[config.mk]
export PLATFORM = sky130hd
export DESIGN_NAME = lfo_period_capture
export DESIGN_NICKNAME = d
export VERILOG_FILES = /design/src/rtl/lfo_cap_pkg.sv /design/src/rtl/lfo_sync_edge.sv /design/src/rtl/lfo_free_counter.sv /design/src/rtl/lfo_capture_unit.sv /design/src/rtl/lfo_trim_reg.sv /design/src/rtl/lfo_period_capture.sv
export SDC_FILE = /design/constraint.sdc
export NUM_CORES = 1
export LEC_CHECK = 0
export BUFFER_PORTS_ARGS = -buffer_cell sky130_fd_sc_hd__buf_2
export CAP_MARGIN = 20
export CORE_MARGIN = 2
export CORE_UTILIZATION = 58
export DETAILED_ROUTE_END_ITERATION = 8
export GPL_TIMING_DRIVEN = 0
export PLACE_DENSITY_LB_ADDON = 0.12
export SLEW_MARGIN = 30
export SYNTH_ARGS = -nofsm -noshare
export SYNTH_HDL_FRONTEND = slang
export SYNTH_SLANG_ARGS = --single-unit
[constraint.sdc]
create_clock -name clk -period 6.36 [get_ports clk]
set_input_delay 0.636 -clock clk [delete_from_list [all_inputs] [get_ports clk]]
set_output_delay 0.636 -clock clk [all_outputs]
set_load 0.02 [all_outputs]
[src/rtl/lfo_cap_pkg.sv]
package lfo_cap_pkg;
  localparam int MAX_W = 32;

  // Modulo subtraction on the widest supported width; callers slice to their own width.
  function automatic logic [MAX_W-1:0] wrap_sub(input logic [MAX_W-1:0] a,
                                                input logic [MAX_W-1:0] b);
    return a - b;
  endfunction

  typedef enum logic [1:0] {
    CNT_NONE = 2'd0,
    CNT_ONE  = 2'd1,
    CNT_TWO  = 2'd2
  } cap_count_e;
endpackage

[src/rtl/lfo_sync_edge.sv]
module lfo_sync_edge #(
  parameter int STAGES = 2
) (
  input  logic clk,
  input  logic rst_n,
  input  logic async_in,
  output logic rise
);
  logic [STAGES:0] sh;

  always_ff @(posedge clk) begin
    if (!rst_n) sh <= '0;
    else        sh <= {sh[STAGES-1:0], async_in};
  end

  assign rise = sh[STAGES-1] & ~sh[STAGES];

  assert_single_pulse_R5: assert property (@(posedge clk) disable iff (!rst_n)
    rise |=> !rise);
endmodule

[src/rtl/lfo_free_counter.sv]
module lfo_free_counter #(
  parameter int W = 16
) (
  input  logic         clk,
  input  logic         rst_n,
  output logic [W-1:0] count
);
  always_ff @(posedge clk) begin
    if (!rst_n) count <= '0;
    else        count <= count + W'(1);
  end

  assert_count_step_R2: assert property (@(posedge clk) disable iff (!rst_n)
    1'b1 |=> count == $past(count) + W'(1));
endmodule

[src/rtl/lfo_capture_unit.sv]
module lfo_capture_unit
  import lfo_cap_pkg::*;
#(
  parameter int W = 16
) (
  input  logic         clk,
  input  logic         rst_n,
  input  logic         en,
  input  logic         evt,
  input  logic         clr,
  input  logic [W-1:0] count,
  output logic [W-1:0] cap_value,
  output logic [W-1:0] period,
  output logic         valid,
  output logic         flag
);
  cap_count_e ncap;
  logic [MAX_W-1:0] diff_wide;

  assign diff_wide = wrap_sub(MAX_W'(count), MAX_W'(cap_value));

  always_ff @(posedge clk) begin
    if (!rst_n) begin
      cap_value <= '0;
      period    <= '0;
    end else if (evt) begin
      cap_value <= count;
      period    <= diff_wide[W-1:0];
    end
  end

  always_ff @(posedge clk) begin
    if (!rst_n || !en)              ncap <= CNT_NONE;
    else if (evt && ncap == CNT_NONE) ncap <= CNT_ONE;
    else if (evt && ncap == CNT_ONE)  ncap <= CNT_TWO;
  end

  assign valid = (ncap == CNT_TWO);

  always_ff @(posedge clk) begin
    if (!rst_n)   flag <= 1'b0;
    else if (evt) flag <= 1'b1;
    else if (clr) flag <= 1'b0;
  end

  assert_flag_sticky_R8: assert property (@(posedge clk) disable iff (!rst_n)
    (flag && !clr) |=> flag);
  assert_cap_hold_R10: assert property (@(posedge clk) disable iff (!rst_n)
    !evt |=> ($stable(cap_value) && $stable(period)));
  assert_period_diff_R6: assert property (@(posedge clk) disable iff (!rst_n)
    evt |=> period == W'(cap_value - $past(cap_value)));
  assert_valid_needs_en_R7: assert property (@(posedge clk) disable iff (!rst_n)
    !en |=> !valid);
endmodule

[src/rtl/lfo_trim_reg.sv]
module lfo_trim_reg #(
  parameter int W     = 4,
  parameter int RST_V = 8
) (
  input  logic         clk,
  input  logic         rst_n,
  input  logic         we,
  input  logic [W-1:0] wdata,
  output logic [W-1:0] trim
);
  always_ff @(posedge clk) begin
    if (!rst_n)  trim <= W'(RST_V);
    else if (we) trim <= wdata;
  end

  assert_trim_hold_R9: assert property (@(posedge clk) disable iff (!rst_n)
    !we |=> $stable(trim));
endmodule

[src/rtl/lfo_period_capture.sv]
module lfo_period_capture #(
  parameter int CNT_W      = 16,
  parameter int TRIM_W     = 4,
  parameter int TRIM_RESET = 8,
  parameter int SYNC_DEPTH = 2
) (
  input  logic              clk,
  input  logic              rst_n,
  input  logic              cap_en,
  input  logic              lfo_in,
  input  logic              flag_clr,
  input  logic              trim_we,
  input  logic [TRIM_W-1:0] trim_wdata,
  output logic [TRIM_W-1:0] trim_out,
  output logic [CNT_W-1:0]  timer_value,
  output logic [CNT_W-1:0]  cap_value,
  output logic [CNT_W-1:0]  period_value,
  output logic              period_valid,
  output logic              cap_flag
);
  logic lfo_rise;
  logic cap_evt;

  lfo_sync_edge #(.STAGES(SYNC_DEPTH)) u_sync (
    .clk(clk), .rst_n(rst_n), .async_in(lfo_in), .rise(lfo_rise)
  );

  lfo_free_counter #(.W(CNT_W)) u_cnt (
    .clk(clk), .rst_n(rst_n), .count(timer_value)
  );

  assign cap_evt = lfo_rise & cap_en;

  lfo_capture_unit #(.W(CNT_W)) u_cap (
    .clk(clk), .rst_n(rst_n), .en(cap_en), .evt(cap_evt), .clr(flag_clr),
    .count(timer_value), .cap_value(cap_value), .period(period_value),
    .valid(period_valid), .flag(cap_flag)
  );

  lfo_trim_reg #(.W(TRIM_W), .RST_V(TRIM_RESET)) u_trim (
    .clk(clk), .rst_n(rst_n), .we(trim_we), .wdata(trim_wdata), .trim(trim_out)
  );

  assert_no_cap_when_off_R4: assert property (@(posedge clk) disable iff (!rst_n)
    !cap_en |=> $stable(cap_value));
endmodule

==> flow_metrics.py, run 1 <==
metrics = {
    "finish": {
        "antenna_cells": 0,
        "drive_gt1_frac": 0.189,
        "area_delta_synth_final_pct": 19.7,
        "fin_nets": 472,
    },
    "cts": {
        "clock_latency_ns": 0.34,
        "cts_setup_buffers": 0,
        "clkTransAtPathRegs_ns": 0.07,
        "cts_max_level": 3,
        "ctsHoldBuffers": 0,
        "ctsLongestPathBuffers": 2,
        "cts_resized": 0,
        "cts_tree": "done",
        "clock-root-buffer": "clkbuf_8",
        "cts_made_buffers": 9,
        "cts_sinks": 58,
    },
    "synth": {
        "yosysWarnings": 0,
        "synthFlopType": "dfxtp_1",
        "netlist_area_sq_um": 2980,
        "seq_area_frac_synth": 0.389,
        "ys_async_sr_fraction": 0,
        "yosysTopAreaCell": "dfxtp_1",
        "synthCells": 372,
        "synth_top_family_by_area": "simple AND/OR/NAND/NOR gates",
        "synth_xor_area_frac": 0.0470,
        "synth_area_leaders": "dfxtp_1 39%, nand2_1 6.9%, ha_1 6.7%",
        "synthesis.nets": 399,
        "synth_area_per_cell_sq_um": 8.02,
        "synth_top_area_share": 0.389,
        "yosys.area_share.simple": 0.232,
        "synth.area.mux_share": 0.0134,
        "synth_fa_ha_area_frac": 0.0738,
        "synth_compound_area_frac": 0.195,
        "synth-seq-cells": 58,
        "synth_edf_count": 0,
        "synth_cell_types": 51,
    },
    "global_routing": {
        "antenna_found_initial": 0,
        "grt_usage": 0.281,
        "grt_pass1_vias": 2522,
        "grt_max_degree": 11,
        "grt_overflow": 0,
        "grt_pass1_wl_mm": 11.9,
    },
    "timing": {
        "setup_tns_ns": 0,
        "setup_violations": 0,
        "finalCritPeriodShare": 0.391,
        "rsz0062_at_grt": "false",
        "fmax_mhz": 402,
        "slew_violations": 0,
        "max_slew_margin": 0.531,
        "worstMarginPinSlew_ns": 0.697,
        "hold_viol_final": 0,
        "fin_skew_ns": 0.00934,
        "min_period_ns": 2.49,
    },
    "flow_run": {
        "drv_cap": 0,
    },
    "power_and_ir_drop": {
        "p_switching_uw": 196,
        "seq_power_share": 0.493,
        "clockPowerShare": 0.422,
        "ir_drop_mv": 0.176,
        "totalPowerFinal_uw": 761,
        "comb_power_share": 0.085,
        "swShare": 0.258,
        "p_leak_uw": 0.00160,
        "p_per_area_nw_per_um2": 213,
        "internal_power_uw": 565,
    },
    "drt": {
        "ant_nets": 0,
        "drtIter0Drc": 232,
        "num_vias": 2947,
        "drt-total-wl_mm": 7.64,
        "wl_per_cell_microns": 14.7,
        "dr.pass1.iters": 5,
        "via_per_inst": 5.67,
        "drc": 0,
    },
    "floorplan": {
        "core_sq_um": 5040,
        "dieArea_sq_um": 5730,
        "start_util": 0.592,
        "die-width_microns": 75.7,
        "pin_count": 64,
        "rows": 26,
        "die_y_microns": 75.7,
    },
    "placed_design": {
        "gp_congestion": 0.879,
        "dp_hpwl_mm": 5.54,
        "portBuffers": 62,
    },
    "worst_hold_path": {
        "min_path_type": "reg2reg",
    },
    "run_status": {
        "status": "finished, final reports clean",
    },
    "critical_path": {
        "arrival_ns": 2.77,
        "crit_fanout": 7,
        "critPathLaunchType": "flip-flop",
        "critical_path_class": "reg2reg",
        "required_ns": 6.64,
        "end_kind": "flip-flop",
    },
}
==> worst max-delay path: stages (launching register included) <==
cell       delay, ns
dfxtp_1         0.44
inv_1           0.07
ha_1            0.23
fa_1            0.42
nor2b_1         0.18
o31a_1          0.26
o21ai_1         0.19
a2111oi_0       0.45
a311o_1         0.18
==> metal layers <==
| metal | GRT usage | wire length (microns) | vias to the layer above |
|---|---|---|---|
| li1 | - | - | 1449 |
| met1 | 0.382 | 3520 | 1378 |
| met2 | 0.437 | 3590 | 108 |
| met3 | 0.0595 | 400 | 12 |
| met4 | 0.109 | 121 | 0 |
| met5 | 0 | 0 | - |
==> sequential cells by signal, summed over array words and instances, names as in the netlist <==
name and flops:
u_cap.cap_value 16, u_cap.period 16, u_cnt.count 16, u_trim.trim 4, u_sync.sh 3, u_cap.ncap 2, u_cap.flag 1
==> cells in the final DEF (no fill, tap or decap), types with 4 or more instances in the layout <==
cell type and n:
dfxtp_1 58, and3_1 4, nand2_1 55, xor2_1 10, ha_1 16, xnor2_1 6
and2_1 5, o21a_1 6, clkbuf_8 12, a32o_1 4, a21oi_1 35, nor2_1 32
o21ai_0 16, inv_1 21, buf_2 66, nor3_1 8, or3_1 4, a211oi_1 4
nand3_1 21, clkbuf_1 10, mux2i_1 4
==> cell type report <==
| cell class | instances | area (sq um) |
|---|---|---|
| repair buffers | 62 | 310 |
| well taps | 70 | 87.6 |
| clock buffers | 12 | 165 |
| inverters | 21 | 78.8 |
| flip-flops and latches | 58 | 1160 |
| clock inverters | 4 | 25.0 |
| plain buffers | 17 | 68.8 |
| multi-input cells | 276 | 1670 |
| fillers | 445 | 1470 |
==> Yosys cell counts, types with 4 or more instances <==
cell type  instances
nand2_1           55
o21a_1             6
buf_2              4
nor2_1            32
xor2_1            10
or3_1              4
and2_1             5
xnor2_1            6
and3_1             4
a21oi_1           35
nor3_1             8
inv_1             21
o21ai_0           16
nand3_1           21
clkbuf_1          10
mux2i_1            4
dfxtp_1           58
ha_1              16
a211oi_1           4
a32o_1             4
==> worst paths after layout <==
check	startpoint	endpoint	slack (ns)	cells past startpoint
max	u_cnt.count[0]	u_cap.period[10]	3.87	8
min	u_sync.sh[0]	u_sync.sh[1]	0.43	1
max reg2reg	u_cnt.count[0]	u_cap.period[10]	3.87	8
min reg2reg	u_sync.sh[0]	u_sync.sh[1]	0.43	1
==> logic make-up after synthesis <==
group,Yosys count
muxes,4
buffers and inverters,38
xor gates and xnor gates,16
AOI/OAI and AO/OA,91
and+or+nand+nor,148
DFF,58
adders and majority gates,17
==> power by group through the flow <==
stage / logic, uW / registers [uW] / clock network (uW)
floorplan: 37.7 / 389 / 0
detailed placement: 63.7 / 383 / 0
finish: 64.7 / 375 / 321
global placement: 62.6 / 383 / 0
CTS: 64.3 / 375 / 322
global route: 70.8 / 376 / 345
==> stage by stage <==
stage | setup slack, ns | instances | hold slack (ns) | util | cell area [sq um]
2_1_floorplan | 4.17 | 372 | 0.412 | - | 2980
3_3_place_gp | 3.98 | 504 | 0.414 | 0.670 | 3380
3_5_place_dp | 4.00 | 504 | 0.422 | 0.670 | 3380
4_1_cts | 3.95 | 520 | 0.437 | 0.708 | 3570
5_1_grt | 3.74 | 520 | 0.446 | 0.708 | 3570
6_report | 3.87 | 520 | 0.433 | 0.708 | 3570
Note: power is estimated with default switching activity, not from simulation.
==> run 2, diff against run 1 <==
Settings changed: CORE_UTILIZATION 58 to 54.
Clock period 6.36 ns to 2.5 ns, I/O delays scaled along.
==> flow_metrics.py, run 2 (synthesis gave the netlist of run 1 again) <==
metrics = {
    "drt": {
        "ant_nets": 0,
        "drt-total-wl_mm": 7.66,
        "drtIter0Drc": 199,
        "num_vias": 2948,
        "wl_per_cell_microns": 14.7,
        "via_per_inst": 5.66,
        "dr.pass1.iters": 5,
        "drc": 0,
    },
    "global_routing": {
        "grt_use_met2": 0.422,
        "grt_pass1_vias": 2701,
        "grt_pass1_wl_mm": 12.8,
        "grt_util_met1": 0.353,
        "grt_max_degree": 11,
        "grt.busiest_layer": "met2",
        "grt_usage": 0.263,
        "grtUsageMet3": 0.0460,
        "grt_overflow": 0,
        "antenna_found_initial": 0,
    },
    "placed_design": {
        "place_inst": 506,
        "dp_hpwl_mm": 5.55,
        "gp_congestion": 0.889,
        "portBuffers": 62,
    },
    "cts": {
        "cts_made_buffers": 9,
        "cts_max_level": 3,
        "cts_tree": "done",
        "clkTransAtPathRegs_ns": 0.06,
        "clock_latency_ns": 0.34,
        "clock-root-buffer": "clkbuf_8",
        "cts_sinks": 58,
        "ctsLongestPathBuffers": 2,
    },
    "finish": {
        "antenna_cells": 0,
        "regArea_sq_um": 1160,
        "drive_gt1_frac": 0.189,
        "fin_cells": 521,
        "area_delta_synth_final_pct": 20.0,
        "layout_commonest_cell": "buf_2",
        "fin_nets": 472,
        "top_regs": "u_cap.cap_value (16), u_cap.period (16), u_cnt.count (16)",
        "n_fill_cell": 463,
        "multi_input_area_sq_um": 1680,
        "most-common-layout-cells": "66 x buf_2, 57 x dfxtp_1, 55 x nand2_1",
    },
    "floorplan": {
        "rows": 27,
        "die-width_microns": 78.3,
        "dieArea_sq_um": 6130,
        "die_y_microns": 78.3,
        "core_sq_um": 5410,
        "pin_count": 64,
        "start_util": 0.552,
    },
    "power_and_ir_drop": {
        "p_leak_uw": 0.00160,
        "swShare": 0.249,
        "ir_drop_mv": 0.409,
        "seq_power_share": 0.485,
        "p_switching_uw": 490,
        "internal_power_uw": 1480,
        "totalPowerFinal_uw": 1970,
        "comb_power_share": 0.084,
        "clockPowerShare": 0.431,
        "p_per_area_nw_per_um2": 550,
    },
    "timing": {
        "rsz0062_at_grt": "false",
        "fin_hold_ws_ns": 0.122,
        "finalCritPeriodShare": 0.936,
        "slew_violations": 0,
        "max_slew_margin": 0.516,
        "setup_violations": 0,
        "worstMarginPinSlew_ns": 0.720,
        "min_period_ns": 2.34,
        "fin_skew_ns": 0.00785,
        "setup_tns_ns": 0,
        "hold_viol_final": 0,
        "fmax_mhz": 427,
    },
    "critical_path": {
        "critical_path_class": "reg2reg",
        "end_kind": "flip-flop",
        "crit_fanout": 7,
        "arrival_ns": 2.61,
        "critPathLaunchType": "flip-flop",
        "required_ns": 2.77,
    },
    "worst_hold_path": {
        "min_path_type": "in2reg",
    },
    "run_status": {
        "status": "finished, final reports clean",
    },
    "flow_run": {
        "drv_cap": 0,
    },
}
## run 2: cell types whose count changed in the layout (fill, tap and decap cells not counted), sizes merged
cell	change
bufinv	+1
clkbuf	-2
## run 2: per-stage QoR
stage               utilization  cell area, sq um  setup slack [ns]
CTS                       0.662              3580            0.0673
detailed placement        0.626              3380             0.133
global route              0.662              3580            0.0355
floorplan                     -              2980             0.305
global placement          0.626              3380             0.118
finish                    0.662              3580             0.161
## run 2: power by group through the flow
stage	clock network [uW]	registers, uW	logic [uW]
after global routing	894	957	182
after global placement	0	974	160
after CTS	860	954	164
after floorplan	0	989	95.9
final	849	955	165
after detailed placement	0	975	163
## run 2: path summary, 6_finish.rpt
check	from	endpoint	slack, ns	cells past startpoint
max	u_cnt.count[0]	u_cap.period[10]	0.16	8
min	lfo_in	u_sync.sh[0]	0.12	2
max reg2reg	u_cnt.count[0]	u_cap.period[10]	0.16	8
min reg2reg	u_sync.sh[0]	u_sync.sh[1]	0.44	1
## run 2: cell type report
| type | instances | share of cell area |
|---|---|---|
| multi-input combinational | 276 | 0.468 |
| sequential | 58 | 0.325 |
| timing repair buffer | 62 | 0.0867 |
| clock buffer | 10 | 0.0385 |
| tap | 72 | 0.0252 |
| inverter | 21 | 0.0220 |
| buffer | 17 | 0.0192 |
| clock inverter | 5 | 0.0154 |
## run 2: what timing repair did
item,4_1_cts,5_1_grt
hold endpoints to repair,0,0
hold buffers,0,0
setup buffers,0,0
gates resized for setup,0,2
setup endpoints to repair,0,1
## run 2: routing by layer
layer / up-vias / part of all wire / routed length (microns)
met1: 1380 / 0.46 / 3500
met4: 0 / 0.016 / 120
met2: 105 / 0.46 / 3510
li1: 1448 / - / -
met3: 15 / 0.068 / 521
met5: - / 0 / 0
## run 2: worst max-delay path, cell delays in order, from the launching register on
cell       delay, ns
dfxtp_2         0.39
inv_1           0.06
ha_1            0.24
fa_1            0.42
nor2b_1         0.16
o31a_1          0.25
o21ai_1         0.20
a2111oi_1       0.41
a311o_1         0.16
==> run 3, diff against run 2 <==
Settings changed: CORE_UTILIZATION 54 to 55, RECOVER_POWER set to 50, SYNTH_HIERARCHICAL set to 1.
==> flow_metrics.py, run 3 <==
metrics = {
    "finish": {
        "top_regs": "u_cap/cap_value (16), u_cap/period (16), u_cnt/count (16)",
        "regArea_sq_um": 1160,
        "multi_input_area_sq_um": 1800,
        "antenna_cells": 0,
        "drive_gt1_frac": 0.0944,
        "fin_nets": 467,
        "most-common-layout-cells": "59 x clkbuf_1, 57 x dfxtp_1, 34 x nor2_1",
        "n_fill_cell": 520,
        "area_delta_synth_final_pct": 18.4,
        "layout_commonest_cell": "clkbuf_1",
    },
    "timing": {
        "slew_violations": 0,
        "hold_viol_final": 0,
        "rsz0062_at_grt": "false",
        "min_period_ns": 2.30,
        "max_slew_margin": 0.544,
        "setup_tns_ns": 0,
        "fin_skew_ns": 0.00700,
        "setup_violations": 0,
        "fmax_mhz": 435,
        "worstMarginPinSlew_ns": 0.684,
        "finalCritPeriodShare": 0.919,
    },
    "synth": {
        "synthFlopType": "dfxtp_1",
        "yosysWarnings": 6,
        "netlist_area_sq_um": 3130,
        "ys_top_cells_by_count": "58 x dfxtp_1, 34 x nor2_1, 25 x a21oi_1, 25 x mux2i_1, 24 x inv_1",
        "synth_area_per_cell_sq_um": 8.54,
        "synth_cell_types": 48,
        "ys_async_sr_fraction": 0,
        "synthesis.nets": 394,
        "seq_area_frac_synth": 0.370,
        "synth_area_leaders": "dfxtp_1 37%, mux2i_1 8.0%, ha_1 6.4%",
        "synth_edf_count": 0,
        "synth_most_common_cell": "dfxtp_1",
        "synth-seq-cells": 58,
        "yosysTopAreaCell": "dfxtp_1",
        "synth_top_area_share": 0.370,
        "synthCells": 367,
    },
    "floorplan": {
        "start_util": 0.569,
        "dieArea_sq_um": 6320,
        "core_sq_um": 5510,
        "die_y_microns": 79.5,
        "rows": 27,
        "pin_count": 64,
        "die-width_microns": 79.5,
    },
    "critical_path": {
        "r2r_setup_slack_ns": 0.20,
        "reg2reg_depth": 6,
        "critPathLaunchType": "flip-flop",
        "required_ns": 2.73,
        "critical_path_class": "reg2reg",
        "rr_endpoint": "u_cap/period[10]",
        "arrival_ns": 2.52,
        "crit_fanout": 8,
        "reg2reg_from": "u_cnt/count[2]",
        "end_kind": "flip-flop",
    },
    "cts": {
        "clkTransAtPathRegs_ns": 0.06,
        "ctsLongestPathBuffers": 2,
        "clock-root-buffer": "clkbuf_8",
        "cts_resized": 0,
        "clock_latency_ns": 0.33,
        "cts_made_buffers": 9,
        "cts_tree": "done",
        "cts_max_level": 3,
        "cts_sinks": 58,
        "cts_setup_buffers": 0,
        "ctsHoldBuffers": 0,
    },
    "power_and_ir_drop": {
        "p_per_area_nw_per_um2": 579,
        "p_leak_uw": 0.00150,
        "ir_drop_mv": 0.392,
        "totalPowerFinal_uw": 2150,
    },
    "worst_hold_path": {
        "hold_path_depth": 2,
        "min_from": "lfo_in",
        "min_path_type": "in2reg",
        "whs_endpoint": "u_sync/sh[0]",
    },
    "drt": {
        "dr.pass1.iters": 4,
        "wl_per_cell_microns": 14.6,
        "drc": 0,
        "drt-total-wl_mm": 7.53,
        "drtIter0Drc": 252,
        "ant_nets": 0,
        "via_per_inst": 5.69,
        "num_vias": 2944,
    },
    "global_routing": {
        "grt_pass1_vias": 2705,
        "grt_overflow": 0,
        "antenna_found_initial": 0,
        "grt_usage": 0.253,
        "grt_pass1_wl_mm": 12.6,
        "grt_max_degree": 11,
    },
    "flow_run": {
        "drv_cap": 0,
    },
    "run_status": {
        "status": "finished, final reports clean",
    },
    "placed_design": {
        "gp_congestion": 0.904,
        "portBuffers": 62,
        "dp_hpwl_mm": 5.58,
    },
}
run 3: worst max-delay path by stage:
| stage | start | to | cells past startpoint |
|---|---|---|---|
| 4_1_cts | u_cnt/count[0] | u_cap/period[10] | 8 |
| 5_1_grt | u_cnt/count[0] | u_cap/period[10] | 8 |
| 3_5_place_dp | u_cnt/count[0] | u_cap/period[10] | 8 |
| 2_1_floorplan | u_cnt/count[0] | u_cap/period[10] | 8 |
| 3_3_place_gp | u_cnt/count[0] | u_cap/period[10] | 8 |
| 6_report | u_cnt/count[2] | u_cap/period[10] | 6 |
run 3: power by group:
| group | internal (uW) | total [uW] | switching, uW | leakage, uW |
|---|---|---|---|---|
| sequential | 941 | 957 | 16.5 | 0.000470 |
| clock | 657 | 1020 | 361 | 0.000120 |
| combinational | 66.0 | 174 | 108 | 0.000908 |
run 3: cell type report:
| cell class | instances | area share |
|---|---|---|
| Timing Repair Buffer | 62 | 0.0684 |
| Clock buffer | 10 | 0.0344 |
| Sequential cell | 58 | 0.313 |
| Inverter | 25 | 0.0253 |
| Tap cell | 72 | 0.0243 |
| Clock inverter | 6 | 0.0283 |
| Buffer | 17 | 0.0219 |
| Multi-Input combinational cell | 267 | 0.484 |
run 3: worst max-delay path: stages (launching register included):
cell      delay [ns]
dfxtp_1         0.53
ha_1            0.36
nor2b_1         0.18
o21ai_0         0.31
a21boi_0        0.17
or3_1           0.39
a32o_1          0.25
run 3: per-layer routing:
layer | vias up | track usage | share of wire
li1 | 1460 | - | -
met1 | 1398 | 0.329 | 0.47
met2 | 76 | 0.412 | 0.47
met3 | 10 | 0.0441 | 0.047
met4 | 0 | 0.110 | 0.014
met5 | - | 0 | 0
run 3: logic make-up (layout without fill, tap and decap cells):
group | count (synthesis) | count (layout) | synth area share
flops | 58 | 58 | 0.370
xor+xnor | 6 | 6 | 0.0168
buf+inv | 42 | 120 | 0.0559
simple gates | 140 | 140 | 0.245
mux | 26 | 26 | 0.0834
fa+ha+maj | 17 | 17 | 0.0703
compound gates | 78 | 78 | 0.158
run 3: metrics by stage:
step / utilization / setup WS (ns) / hold WS [ns] / cell area [sq um] / cells
2_1_floorplan: - / 0.345 / 0.312 / 3130 / 367
3_3_place_gp: 0.642 / 0.234 / 0.413 / 3530 / 501
3_5_place_dp: 0.642 / 0.187 / 0.423 / 3530 / 501
4_1_cts: 0.684 / 0.170 / 0.107 / 3770 / 517
5_1_grt: 0.674 / 0.0168 / 0.101 / 3710 / 517
6_report: 0.674 / 0.202 / 0.121 / 3710 / 517
